## config.mk

```make
export PLATFORM = sky130hd
export DESIGN_NAME = attr_port
export DESIGN_NICKNAME = d
export VERILOG_FILES = /design/src/rtl/attr_port_pkg.sv /design/src/rtl/attr_phase.sv /design/src/rtl/attr_index.sv /design/src/rtl/attr_regfile.sv /design/src/rtl/attr_port.sv
export SDC_FILE = /design/constraint.sdc
export NUM_CORES = 1
export LEC_CHECK = 0
export BUFFER_PORTS_ARGS = -buffer_cell sky130_fd_sc_hd__buf_2
export CAP_MARGIN = 20
export CELL_PAD_IN_SITES_DETAIL_PLACEMENT = 2
export CELL_PAD_IN_SITES_GLOBAL_PLACEMENT = 2
export CORE_ASPECT_RATIO = 1.75
export CORE_MARGIN = 3
export CORE_UTILIZATION = 25
export CTS_CLUSTER_SIZE = 30
export DETAILED_ROUTE_END_ITERATION = 7
export GPL_TIMING_DRIVEN = 0
export PLACE_DENSITY = 0.51
export SLEW_MARGIN = 10
export SYNTH_ARGS = -nofsm -noshare
export SYNTH_HDL_FRONTEND = slang
export SYNTH_HIERARCHICAL = 1
export SYNTH_SLANG_ARGS = --single-unit
```

## constraint.sdc

```tcl
create_clock -name clk -period 2.1 [get_ports clk]
set_input_delay 0 -clock clk [delete_from_list [all_inputs] [get_ports clk]]
set_output_delay 0 -clock clk [all_outputs]
set_load 0.02 [all_outputs]
```

## src/rtl/attr_port_pkg.sv

```systemverilog
package attr_port_pkg;

    localparam int DATA_W     = 8;
    localparam int IDX_W      = 5;
    localparam int SCREEN_BIT = IDX_W;

    typedef enum logic {
        PH_INDEX = 1'b0,
        PH_DATA  = 1'b1
    } phase_e;

    typedef struct packed {
        logic             screen;
        logic [IDX_W-1:0] sel;
    } index_t;

    function automatic logic [DATA_W-1:0] index_byte(input index_t ix);
        return DATA_W'({ix.screen, ix.sel});
    endfunction

endpackage

```

## src/rtl/attr_phase.sv

```systemverilog
module attr_phase
    import attr_port_pkg::*;
(
    input  logic   clk,
    input  logic   rst,
    input  logic   status_rd,
    input  logic   wr,
    output phase_e phase
);
    phase_e phase_nx;

    always_comb begin
        phase_nx = phase;
        if (status_rd)
            phase_nx = wr ? PH_DATA : PH_INDEX;
        else if (wr)
            phase_nx = (phase == PH_INDEX) ? PH_DATA : PH_INDEX;
    end

    always_ff @(posedge clk) begin
        if (rst) phase <= PH_INDEX;
        else     phase <= phase_nx;
    end
endmodule

```

## src/rtl/attr_index.sv

```systemverilog
module attr_index
    import attr_port_pkg::*;
(
    input  logic              clk,
    input  logic              rst,
    input  logic              load,
    input  logic [DATA_W-1:0] din,
    output index_t            ix
);
    always_ff @(posedge clk) begin
        if (rst) begin
            ix <= '0;
        end else if (load) begin
            ix.sel    <= din[IDX_W-1:0];
            ix.screen <= din[SCREEN_BIT];
        end
    end
endmodule

```

## src/rtl/attr_regfile.sv

```systemverilog
module attr_regfile
    import attr_port_pkg::*;
#(
    parameter int NUM_REGS = 21,
    parameter int CSEL_W   = 4
) (
    input  logic              clk,
    input  logic              rst,
    input  logic              we,
    input  logic [IDX_W-1:0]  sel,
    input  logic [DATA_W-1:0] wdata,
    output logic [DATA_W-1:0] rdata
);
    localparam int LAST = NUM_REGS - 1;

    logic [DATA_W-1:0] mem [NUM_REGS];

    for (genvar g = 0; g < NUM_REGS; g++) begin : g_slot
        localparam logic [DATA_W-1:0] KEEP =
            (g == LAST) ? DATA_W'((1 << CSEL_W) - 1) : {DATA_W{1'b1}};
        always_ff @(posedge clk) begin
            if (rst)
                mem[g] <= '0;
            else if (we && sel == IDX_W'(g))
                mem[g] <= wdata & KEEP;
        end
    end

    always_comb begin
        rdata = '0;
        for (int i = 0; i < NUM_REGS; i++)
            if (sel == IDX_W'(i)) rdata = mem[i];
    end
endmodule

```

## src/rtl/attr_port.sv

```systemverilog
module attr_port
    import attr_port_pkg::*;
#(
    parameter int NUM_REGS = 21,
    parameter int CSEL_W   = 4
) (
    input  logic       clk,
    input  logic       rst,
    input  logic       bus_wr,
    input  logic [7:0] bus_wdata,
    input  logic       bus_rd_status,
    input  logic       bus_rd_index,
    input  logic       bus_rd_data,
    output logic [7:0] bus_rdata,
    output logic       screen_on
);
    phase_e            phase;
    index_t            ix;
    logic              data_phase;
    logic              take_index;
    logic              take_data;
    logic [DATA_W-1:0] reg_q;

    assign data_phase = (phase == PH_DATA);
    assign take_index = bus_wr && (bus_rd_status || !data_phase);
    assign take_data  = bus_wr && !bus_rd_status && data_phase;
    assign screen_on  = ix.screen;

    attr_phase u_phase (
        .clk       (clk),
        .rst       (rst),
        .status_rd (bus_rd_status),
        .wr        (bus_wr),
        .phase     (phase)
    );

    attr_index u_index (
        .clk  (clk),
        .rst  (rst),
        .load (take_index),
        .din  (bus_wdata),
        .ix   (ix)
    );

    attr_regfile #(.NUM_REGS(NUM_REGS), .CSEL_W(CSEL_W)) u_regs (
        .clk   (clk),
        .rst   (rst),
        .we    (take_data),
        .sel   (ix.sel),
        .wdata (bus_wdata),
        .rdata (reg_q)
    );

    always_comb begin
        if (bus_rd_status)    bus_rdata = {7'b0, data_phase};
        else if (bus_rd_data) bus_rdata = reg_q;
        else if (bus_rd_index) bus_rdata = index_byte(ix);
        else                  bus_rdata = '0;
    end
endmodule

```

==> flow_summary.json, run 1 <==
{
  "top_level_ports": 23,
  "final_period_minus_worst_setup_slack_ns": 2.72,
  "violated_checks": "negative setup slack",
  "netlist_cell_types": 68,
  "count_of_maximum_capacitance_violations": 0,
  "flow.area_growth_from_synthesis_pct": 32.9,
  "rsz0062_at_grt": "yes",
  "antenna_violations_before_repair": 0,
  "die_width_um": 147,
  "final.period_utilization_pct": 130,
  "hpwlAfterDp_um": 28700,
  "worst-setup-path-type": "flip-flop to output port",
  "grt_start_max_net_pins": 17,
  "synth_warnings": 6,
  "gpl.final_weighted_congestion": 0.869,
  "via_count": 6876,
  "clkLatencyLatePin_ns": 0.45,
  "leakagePower_nw": 4.59,
  "fin_ws_ns": -0.622,
  "ys_ff_latch": 171,
  "timing_max_transition_violations_final": 0,
  "detailedRoute.firstPassIterationCount": 5,
  "antenna_left": 0,
  "max_freq_mhz": 367,
  "synth-main-ff-cell": "sky130_fd_sc_hd__edfxtp_1",
  "vias_cell": 5.22,
  "worstSetupEndpointType": "output port",
  "asyncSetResetFlopFracSynth_pct": 0,
  "max_slew_margin_pct": 29.6,
  "vdd_ir_drop_max_uv": 635,
  "cts_tree": "yes",
  "drt_iter0_drc": 508,
  "final_util_pct": 33.9,
  "drc_errors": 0,
  "antenna-diode-count": 0,
  "critPathRequiredTime_ns": 2.10,
  "wl_per_cell_um": 30.6,
  "share_of_cells_above_drive_strength_1_pct": 34.8,
  "cts-buffers-inserted": 17,
  "holdCritPathClass": "input pin to flip-flop",
  "clkTransAtPathRegs_ns": 0.07,
  "avg_inst_size_synth_um2": 11.7,
  "worst-r2r-setup-slack_ns": 0.03,
  "placement.io_buffers": 20,
  "yosysTopAreaCell": "sky130_fd_sc_hd__edfxtp_1",
  "worstSetupStartpointType": "flip-flop",
  "synth_seq_area_share_pct": 58.4,
  "route.final.wire_length_um": 40300,
  "grt_usage_pct": 22.1,
  "cp_data_arrival_time_ns": 2.72,
  "grt_pass1_wl_um": 58300,
  "finClkSkew_ns": 0.00891,
  "synth_enable_flop_cells": 164,
  "vias_in_the_first_global_route": 7759,
  "num-nets-final": 864,
  "p_per_area_nw_per_um2": 721,
  "fin_worst_hold_slack_ns": 0.0321,
  "critical_path.cell_chain": "or3b_4 -> buf_6 -> nor2_8 -> a222oi_1 -> nand4_1 -> o221a_2 -> a21oi_2 -> a2bb2oi_2 -> buf_6",
  "core_area_um2": 34000,
  "cpPeakStageDelay_ns": 0.57,
  "worst_pin_slew_ns": 1.06,
  "syn_inst_count": 744,
  "crit_fanout": 7,
  "synthesis.area_um2": 8670,
  "ctsLongestPathBuffers": 2,
  "path_common_cell": "sky130_fd_sc_hd__buf_6",
  "setup_viol": 8,
  "fp.dieH_um": 252,
  "initial_utilization_pct": 25.5,
  "floorplan.die_area_um2": 37100,
  "clock_sinks": 171,
  "final-hold-violation-count": 0,
  "crit_slowest_cell": "sky130_fd_sc_hd__a222oi_1",
  "status": "complete, but fails checks",
  "globalRouteOverflowTotal": 0,
  "cts.htree.levels": 4,
  "synthTopCellsByArea": "sky130_fd_sc_hd__edfxtp_1, sky130_fd_sc_hd__and3_1, sky130_fd_sc_hd__and2_1",
  "number_of_placement_rows": 89,
  "syn_nets": 758,
  "cts.root.buffer_cell": "sky130_fd_sc_hd__clkbuf_16",
  "yosysTopAreaCellShare_pct": 56.8
}
metal layers:
layer  up-vias  wire length [um]  GRT usage (%)
li1       3048                 -              -
met5         -                 0              0
met3        65              1150           2.67
met1      3610             15500           25.1
met2       153             21800           40.4
met4         0              1820           11.0
worst max-delay path: cells and delay by family, from the launching register on:
kind | cells | cell delay, ns
DFF | 1 | 0.39
AOI/OAI and AO/OA | 4 | 1.08
and+or+nand+nor | 3 | 0.48
buffers and inverters | 2 | 0.31
area by class of cell:
cell class | count | area, um^2
fillers | 3556 | 22400
flip-flops and latches | 171 | 5080
multi-input cells | 495 | 3950
repair buffers | 89 | 739
plain buffers | 70 | 597
well taps | 455 | 569
clock buffers | 18 | 429
clock inverters | 14 | 123
inverters | 6 | 32.5
Yosys cell counts (all sizes together), types with 9 or more instances:
| cell type | count |
|---|---|
| a21o | 17 |
| a21oi | 32 |
| a22oi | 12 |
| and2 | 48 |
| and3 | 124 |
| buf | 30 |
| clkbuf | 42 |
| edfxtp | 164 |
| mux2i | 16 |
| nand2 | 28 |
| nand2b | 9 |
| nand3 | 12 |
| nand3b | 11 |
| nor2 | 43 |
| nor2b | 9 |
| nor3 | 16 |
| o21ai | 22 |
| o22ai | 10 |
registers in the layout (all words and copies together) (netlist names):
name           cells
u_index/ix         6
u_regs/mem       164
u_phase/phase      1
layout by cell type (no fill, tap or decap), types with 17 or more instances in the layout:
master | netlist | routed
sky130_fd_sc_hd__a21oi_1 | 32 | 19
sky130_fd_sc_hd__and2_1 | 48 | 48
sky130_fd_sc_hd__and3_1 | 124 | 121
sky130_fd_sc_hd__buf_2 | 18 | 17
sky130_fd_sc_hd__buf_4 | 8 | 56
sky130_fd_sc_hd__buf_6 | 4 | 19
sky130_fd_sc_hd__clkbuf_1 | 42 | 25
sky130_fd_sc_hd__clkbuf_16 | 0 | 17
sky130_fd_sc_hd__edfxtp_1 | 164 | 164
sky130_fd_sc_hd__nand2_1 | 28 | 26
sky130_fd_sc_hd__nor2_1 | 38 | 24
logic make-up (layout without fill, tap and decap cells):
group	Yosys count	count (layout)	share of synthesized area [%]
AO/OA/AOI/OAI	149	149	11.9
buffers and inverters	78	197	4.33
flip-flops	171	171	58.4
multiplexers	25	25	3.27
AND/OR/NAND/NOR	321	321	22.1
final timing paths:
| kind | startpoint | end | depth (start not counted) |
|---|---|---|---|
| max | u_index/ix[1] | bus_rdata[0] | 9 |
| min | bus_rd_status | u_phase/phase | 3 |
| max reg2reg | u_index/ix[2] | u_regs/mem[0][26] | 5 |
| min reg2reg | u_phase/phase | u_phase/phase | 2 |
timing repair:
item / in CTS / in global routing
setup buffers: 44 / 10
gates cloned: 2 / 0
endpoints found under the setup margin: 320 / 85
endpoints found under the hold margin: 11 / 0
gates resized for setup: 218 / 59
pin swaps: 39 / 38
hold buffers: 13 / 0
per-stage QoR:
step / std cells / total power (W) / area [um^2] / TNS [ns] / setup slack (ns)
floorplan: 744 / 0.00444 / 8670 / 0 / 0.102
global placement: 1219 / 0.00490 / 9340 / -121.29 / -1.40
detailed placement: 1219 / 0.00491 / 9340 / -133.70 / -1.35
CTS: 1310 / 0.00833 / 11200 / -5.11 / -0.692
global route: 1318 / 0.00857 / 11500 / -5.44 / -0.718
finish: 1318 / 0.00831 / 11500 / -4.59 / -0.622
power breakdown:
part	switching, W	internal (W)	total, W
clock network	0.00145	0.00163	0.00308
registers	0.0000800	0.00385	0.00393
logic	0.000816	0.000486	0.00130
Power figures use the tool's default switching activity.
==> run 2: changes to the inputs <==
--- a/config.mk
+++ b/config.mk
@@ -5,13 +5,14 @@
 export SDC_FILE = /design/constraint.sdc
 export NUM_CORES = 1
 export LEC_CHECK = 0
-export BUFFER_PORTS_ARGS = -buffer_cell sky130_fd_sc_hd__buf_2
+export BUFFER_PORTS_ARGS = -buffer_cell sky130_fd_sc_hd__buf_4
 export CAP_MARGIN = 20
 export CELL_PAD_IN_SITES_DETAIL_PLACEMENT = 2
 export CELL_PAD_IN_SITES_GLOBAL_PLACEMENT = 2
 export CORE_ASPECT_RATIO = 1.75
 export CORE_MARGIN = 3
 export CORE_UTILIZATION = 25
+export CTS_CLUSTER_DIAMETER = 40
 export CTS_CLUSTER_SIZE = 30
 export DETAILED_ROUTE_END_ITERATION = 7
 export GPL_TIMING_DRIVEN = 0
==> flow_summary.json, run 2 (synthesis results as in run 1) <==
{
  "largest_reg_flops": 164,
  "rsz0062_at_grt": "yes",
  "max_slew_margin_pct": 27.6,
  "cts_tree": "yes",
  "antenna_violations_before_repair": 0,
  "layout_commonest_cell": "sky130_fd_sc_hd__edfxtp_1",
  "worst-r2r-setup-slack_ns": -0.13,
  "worst_pin_slew_ns": 1.09,
  "final_period_minus_worst_setup_slack_ns": 2.80,
  "hpwlAfterDp_um": 28700,
  "final_util_pct": 34.1,
  "tns_ns": -6.05,
  "vias_in_the_first_global_route": 7628,
  "detailedRoute.firstPassIterationCount": 5,
  "sequential_cell_area_um2": 5080,
  "grt_usage_pct": 22.4,
  "via_count": 7107,
  "final.period_utilization_pct": 134,
  "cts.root.buffer_cell": "sky130_fd_sc_hd__clkbuf_16",
  "critPathRequiredTime_ns": 2.10,
  "antenna-diode-count": 0,
  "cts-buffers-inserted": 17,
  "count_of_maximum_capacitance_violations": 0,
  "share_of_cells_above_drive_strength_1_pct": 34.8,
  "number_of_placement_rows": 89,
  "holdCritPathClass": "input pin to flip-flop",
  "leakagePower_nw": 4.59,
  "status": "complete, but fails checks",
  "top_level_ports": 23,
  "filler_cell_count": 3555,
  "ctsLongestPathBuffers": 2,
  "clock_sinks": 171,
  "worstSetupEndpointType": "output port",
  "multi_input_combinational_cell_area_um2": 3970,
  "p_per_area_nw_per_um2": 719,
  "die_width_um": 147,
  "drt_iter0_drc": 545,
  "clkTransAtPathRegs_ns": 0.07,
  "largest-register": "u_regs/mem",
  "final-hold-violation-count": 0,
  "setup_viol": 19,
  "vdd_ir_drop_max_uv": 599,
  "placement.io_buffers": 20,
  "violated_checks": "negative setup slack",
  "finClkSkew_ns": 0.00650,
  "grt_pass1_wl_um": 58800,
  "num-nets-final": 866,
  "antenna_left": 0,
  "max_freq_mhz": 357,
  "timing_max_transition_violations_final": 0,
  "core_area_um2": 34000,
  "gpl.final_weighted_congestion": 0.867,
  "worst-setup-path-type": "flip-flop to output port",
  "flow.area_growth_from_synthesis_pct": 33.7,
  "cts.htree.levels": 4,
  "fin_ws_ns": -0.704,
  "clkLatencyLatePin_ns": 0.46,
  "wl_per_cell_um": 31.5,
  "cp_data_arrival_time_ns": 2.80,
  "layout_common_cells": "sky130_fd_sc_hd__edfxtp_1, sky130_fd_sc_hd__and3_1, sky130_fd_sc_hd__buf_4, sky130_fd_sc_hd__and2_1",
  "drc_errors": 0,
  "grt_start_max_net_pins": 17,
  "globalRouteOverflowTotal": 0,
  "crit_fanout": 7,
  "worstSetupStartpointType": "flip-flop",
  "layout_top_registers": "u_regs/mem (164), u_index/ix (6), u_phase/phase (1)",
  "fp.dieH_um": 252,
  "route.final.wire_length_um": 41600,
  "floorplan.die_area_um2": 37100,
  "vias_cell": 5.38,
  "initial_utilization_pct": 25.5
}
-- run 2: cell count changes in the layout (fill, tap and decap cells not counted), sizes merged --
cell | previous run | this run
dlygate4sd3 | 13 | 14
clkbuf | 57 | 56
bufbuf | 1 | 0
bufinv | 1 | 0
buf | 106 | 108
inv | 7 | 10
clkinv | 7 | 6
-- run 2: final cells by class --
| class | count | area share [%] |
|---|---|---|
| Buffer | 69 | 5.11 |
| Clock buffer | 17 | 3.67 |
| Clock inverter | 15 | 0.982 |
| Inverter | 6 | 0.280 |
| Multi-Input combinational cell | 495 | 34.3 |
| Sequential cell | 171 | 43.8 |
| Tap cell | 455 | 4.91 |
| Timing Repair Buffer | 92 | 6.97 |
-- run 2: worst paths after layout --
check        depth (start not counted)                 to          start
max reg2reg                          5  u_regs/mem[1][63]  u_index/ix[0]
min reg2reg                          3      u_index/ix[5]  u_index/ix[5]
min                                  2  u_regs/mem[2][23]            rst
max                                 10       bus_rdata[3]  u_index/ix[1]
-- run 2: metal layers --
layer / global-route usage (%) / wire length [um] / share of wire (%) / vias to the layer above
met4: 10.2 / 1630 / 3.9 / 0
met2: 41.7 / 22800 / 55 / 155
li1: - / - / - / 3053
met1: 25.4 / 16100 / 39 / 3831
met3: 2.51 / 999 / 2.4 / 68
met5: 0 / 0 / 0 / -
-- run 2: metrics by stage --
stage / power (W) / hold slack [ns] / cells / cell area [um^2] / setup WS (ns)
after floorplan: 0.00444 / 0.0724 / 744 / 8670 / 0.102
after global placement: 0.00492 / 0.286 / 1219 / 9390 / -1.40
after detailed placement: 0.00493 / 0.291 / 1219 / 9390 / -1.32
after CTS: 0.00828 / 0.253 / 1303 / 11200 / -0.660
after global routing: 0.00859 / 0.265 / 1320 / 11600 / -0.748
final: 0.00834 / 0.264 / 1320 / 11600 / -0.704
-- run 2: worst max-delay path, stage by stage, from the launching register on --
cell and delay (ns):
sky130_fd_sc_hd__dfxtp_4 0.41, sky130_fd_sc_hd__buf_4 0.17, sky130_fd_sc_hd__buf_16 0.13, sky130_fd_sc_hd__nor4_4 0.40, sky130_fd_sc_hd__a221oi_2 0.13, sky130_fd_sc_hd__a221oi_2 0.29
sky130_fd_sc_hd__o32ai_2 0.19, sky130_fd_sc_hd__a21oi_2 0.24, sky130_fd_sc_hd__nand2_1 0.09, sky130_fd_sc_hd__a21oi_1 0.13, sky130_fd_sc_hd__buf_4 0.16
-- run 2: timing repair --
| action | CTS | global route |
|---|---|---|
| gates cloned | 2 | 0 |
| hold endpoints to repair | 11 | 0 |
| endpoints found under the setup margin | 325 | 102 |
| hold buffers | 14 | 0 |
| gates resized for setup | 202 | 80 |
| buffers inserted | 38 | 19 |
| pin swaps | 34 | 37 |
-- run 2: where the power goes --
| part | leakage (nW) | total, W | switching, W | internal [W] |
|---|---|---|---|---|
| Sequential | 1.75 | 0.00393 | 0.0000895 | 0.00385 |
| Combinational | 2.58 | 0.00134 | 0.000837 | 0.000503 |
| Clock | 0.260 | 0.00307 | 0.00154 | 0.00153 |
| Total | 4.59 | 0.00834 | 0.00246 | 0.00588 |
==> run 3: changes to the inputs <==
--- a/config.mk
+++ b/config.mk
@@ -11,12 +11,12 @@
 export CELL_PAD_IN_SITES_GLOBAL_PLACEMENT = 2
 export CORE_ASPECT_RATIO = 1.75
 export CORE_MARGIN = 3
-export CORE_UTILIZATION = 25
+export CORE_UTILIZATION = 43
 export CTS_CLUSTER_DIAMETER = 40
 export CTS_CLUSTER_SIZE = 30
 export DETAILED_ROUTE_END_ITERATION = 7
 export GPL_TIMING_DRIVEN = 0
-export PLACE_DENSITY = 0.51
+export PLACE_DENSITY = 0.79
 export SLEW_MARGIN = 10
 export SYNTH_ARGS = -nofsm -noshare
 export SYNTH_HDL_FRONTEND = slang
==> flow_summary.json, run 3 (synthesis results as in run 1) <==
{
  "antenna_left": 0,
  "drc_errors": 0,
  "grt_start_max_net_pins": 17,
  "num-nets-final": 875,
  "core_area_um2": 19700,
  "layout_commonest_cell": "sky130_fd_sc_hd__edfxtp_1",
  "vias_cell": 7.09,
  "critPathRequiredTime_ns": 2.10,
  "worstSetupStartpointType": "flip-flop",
  "number_of_placement_rows": 68,
  "status": "complete, but fails checks",
  "flow.area_growth_from_synthesis_pct": 32.8,
  "holdCritPathClass": "input pin to flip-flop",
  "max_slew_margin_pct": 28.3,
  "clkTransAtPathRegs_ns": 0.06,
  "final.period_utilization_pct": 139,
  "clkLatencyLatePin_ns": 0.46,
  "share_of_cells_above_drive_strength_1_pct": 36.2,
  "vias_in_the_first_global_route": 8221,
  "worstSetupEndpointType": "output port",
  "final_period_minus_worst_setup_slack_ns": 2.93,
  "wl_per_cell_um": 42.4,
  "crit_slowest_cell": "sky130_fd_sc_hd__nor4_4",
  "top_level_ports": 23,
  "gpl.final_weighted_congestion": 0.990,
  "finClkSkew_ns": 0.0184,
  "cts.htree.levels": 4,
  "antenna-diode-count": 0,
  "route.final.wire_length_um": 47500,
  "p_per_area_nw_per_um2": 768,
  "via_count": 7937,
  "cts-buffers-inserted": 17,
  "vdd_ir_drop_max_uv": 900,
  "layout_common_cells": "sky130_fd_sc_hd__edfxtp_1, sky130_fd_sc_hd__and3_1, sky130_fd_sc_hd__buf_4, sky130_fd_sc_hd__and2_1, sky130_fd_sc_hd__clkbuf_1",
  "layout.cells.non_filler": 1119,
  "cts_tree": "yes",
  "grt_usage_pct": 38.3,
  "cpPeakStageDelay_ns": 0.50,
  "rsz0062_at_grt": "yes",
  "filler_cell_count": 1801,
  "dp_worst_setup_slack_ns": -1.12,
  "path_common_cell": "sky130_fd_sc_hd__a21oi_2",
  "place.detailed.instances": 1009,
  "critical_path.cell_chain": "buf_12 -> nor3_4 -> o221ai_2 -> a21oi_2 -> a211oi_2 -> nor4_4 -> o221a_2 -> a21oi_2 -> a2bb2oi_2 -> buf_6",
  "timing_max_transition_violations_final": 0,
  "leakagePower_nw": 4.67,
  "crit_fanout": 8,
  "layout_top_registers": "u_regs/mem (164), u_index/ix (6), u_phase/phase (1)",
  "clock_sinks": 171,
  "placement.io_buffers": 20,
  "count_of_maximum_capacitance_violations": 0,
  "initial_utilization_pct": 43.9,
  "cp_data_arrival_time_ns": 2.93,
  "violated_checks": "negative setup slack",
  "setup_viol": 88,
  "largest-register": "u_regs/mem",
  "drt_iter0_drc": 969,
  "hpwlAfterDp_um": 26100,
  "largest_reg_flops": 164,
  "globalRouteOverflowTotal": 0,
  "ctsLongestPathBuffers": 2,
  "final-hold-violation-count": 0,
  "fin_ws_ns": -0.828,
  "fp.dieH_um": 194,
  "floorplan.die_area_um2": 22000,
  "cts.root.buffer_cell": "sky130_fd_sc_hd__clkbuf_16",
  "detailedRoute.firstPassIterationCount": 5,
  "worst-setup-path-type": "flip-flop to output port",
  "grt_pass1_wl_um": 59700,
  "antenna_violations_before_repair": 1,
  "max_freq_mhz": 342,
  "worst_pin_slew_ns": 1.08,
  "die_width_um": 113
}
[run 3: changes by cell type in the layout (fill, tap and decap cells not counted), sizes merged]
cell	before	now
buf	108	120
bufinv	0	4
clkbuf	56	59
clkinv	6	5
clkinvlp	5	4
dlygate4sd3	14	12
inv	10	4
[run 3: worst max-delay path: cells and delay by family, from the launching register on]
kind	cells	cell delay [ns]
AOI/OAI and AO/OA	6	1.00
buffers and inverters	2	0.30
and+or+nand+nor	2	0.77
DFF	1	0.40
[run 3: power breakdown]
part | switching [W] | internal (W)
sequential | 0.000107 | 0.00385
clock | 0.00147 | 0.00199
combinational | 0.000909 | 0.000522
total | 0.00249 | 0.00636
[run 3: worst paths after layout]
check | cells past startpoint | slack (ns) | end | startpoint
setup reg to reg | 6 | -0.17 | u_regs/mem[0][31] | u_phase/phase
setup / recovery | 10 | -0.83 | bus_rdata[0] | u_index/ix[2]
hold reg to reg | 3 | 0.89 | u_index/ix[0] | u_index/ix[0]
hold / removal | 2 | 0.24 | u_regs/mem[0][62] | bus_wdata[6]
[run 3: layout make-up]
| cell class | count | area (um^2) | share of cell area, % |
|---|---|---|---|
| clock inverter | 11 | 170 | 1.48 |
| tap | 245 | 307 | 2.66 |
| sequential | 171 | 5080 | 44.1 |
| inverter | 6 | 32.5 | 0.282 |
| clock buffer | 21 | 440 | 3.82 |
| buffer | 68 | 607 | 5.27 |
| multi-input combinational | 495 | 3950 | 34.3 |
| timing repair buffer | 102 | 926 | 8.04 |
[run 3: repair_timing]
action                                  4_1_cts  5_1_grt
hold endpoints to repair                     11        0
cloned                                        1        1
resized for setup                           195       95
endpoints found under the setup margin      311      153
hold buffers                                 12        0
pin swaps                                    40       41
buffers inserted                             43       25
[run 3: stage by stage]
stage / power (W) / instance area [um^2] / util [%] / hold WS (ns) / TNS [ns]
2_1_floorplan: 0.00444 / 8670 / - / 0.0724 / 0
3_3_place_gp: 0.00483 / 9130 / 46.3 / 0.273 / -80.68
3_5_place_dp: 0.00486 / 9130 / 46.3 / 0.311 / -112.52
4_1_cts: 0.00848 / 10900 / 55.4 / 0.213 / -4.14
5_1_grt: 0.00897 / 11500 / 58.3 / 0.240 / -12.37
6_report: 0.00885 / 11500 / 58.3 / 0.241 / -11.42
[run 3: routing by layer]
metal	track usage, %	wire length [um]
met1	42.1	15600
met2	67.1	23600
met3	6.53	3910
met4	24.5	4350
met5	0	0
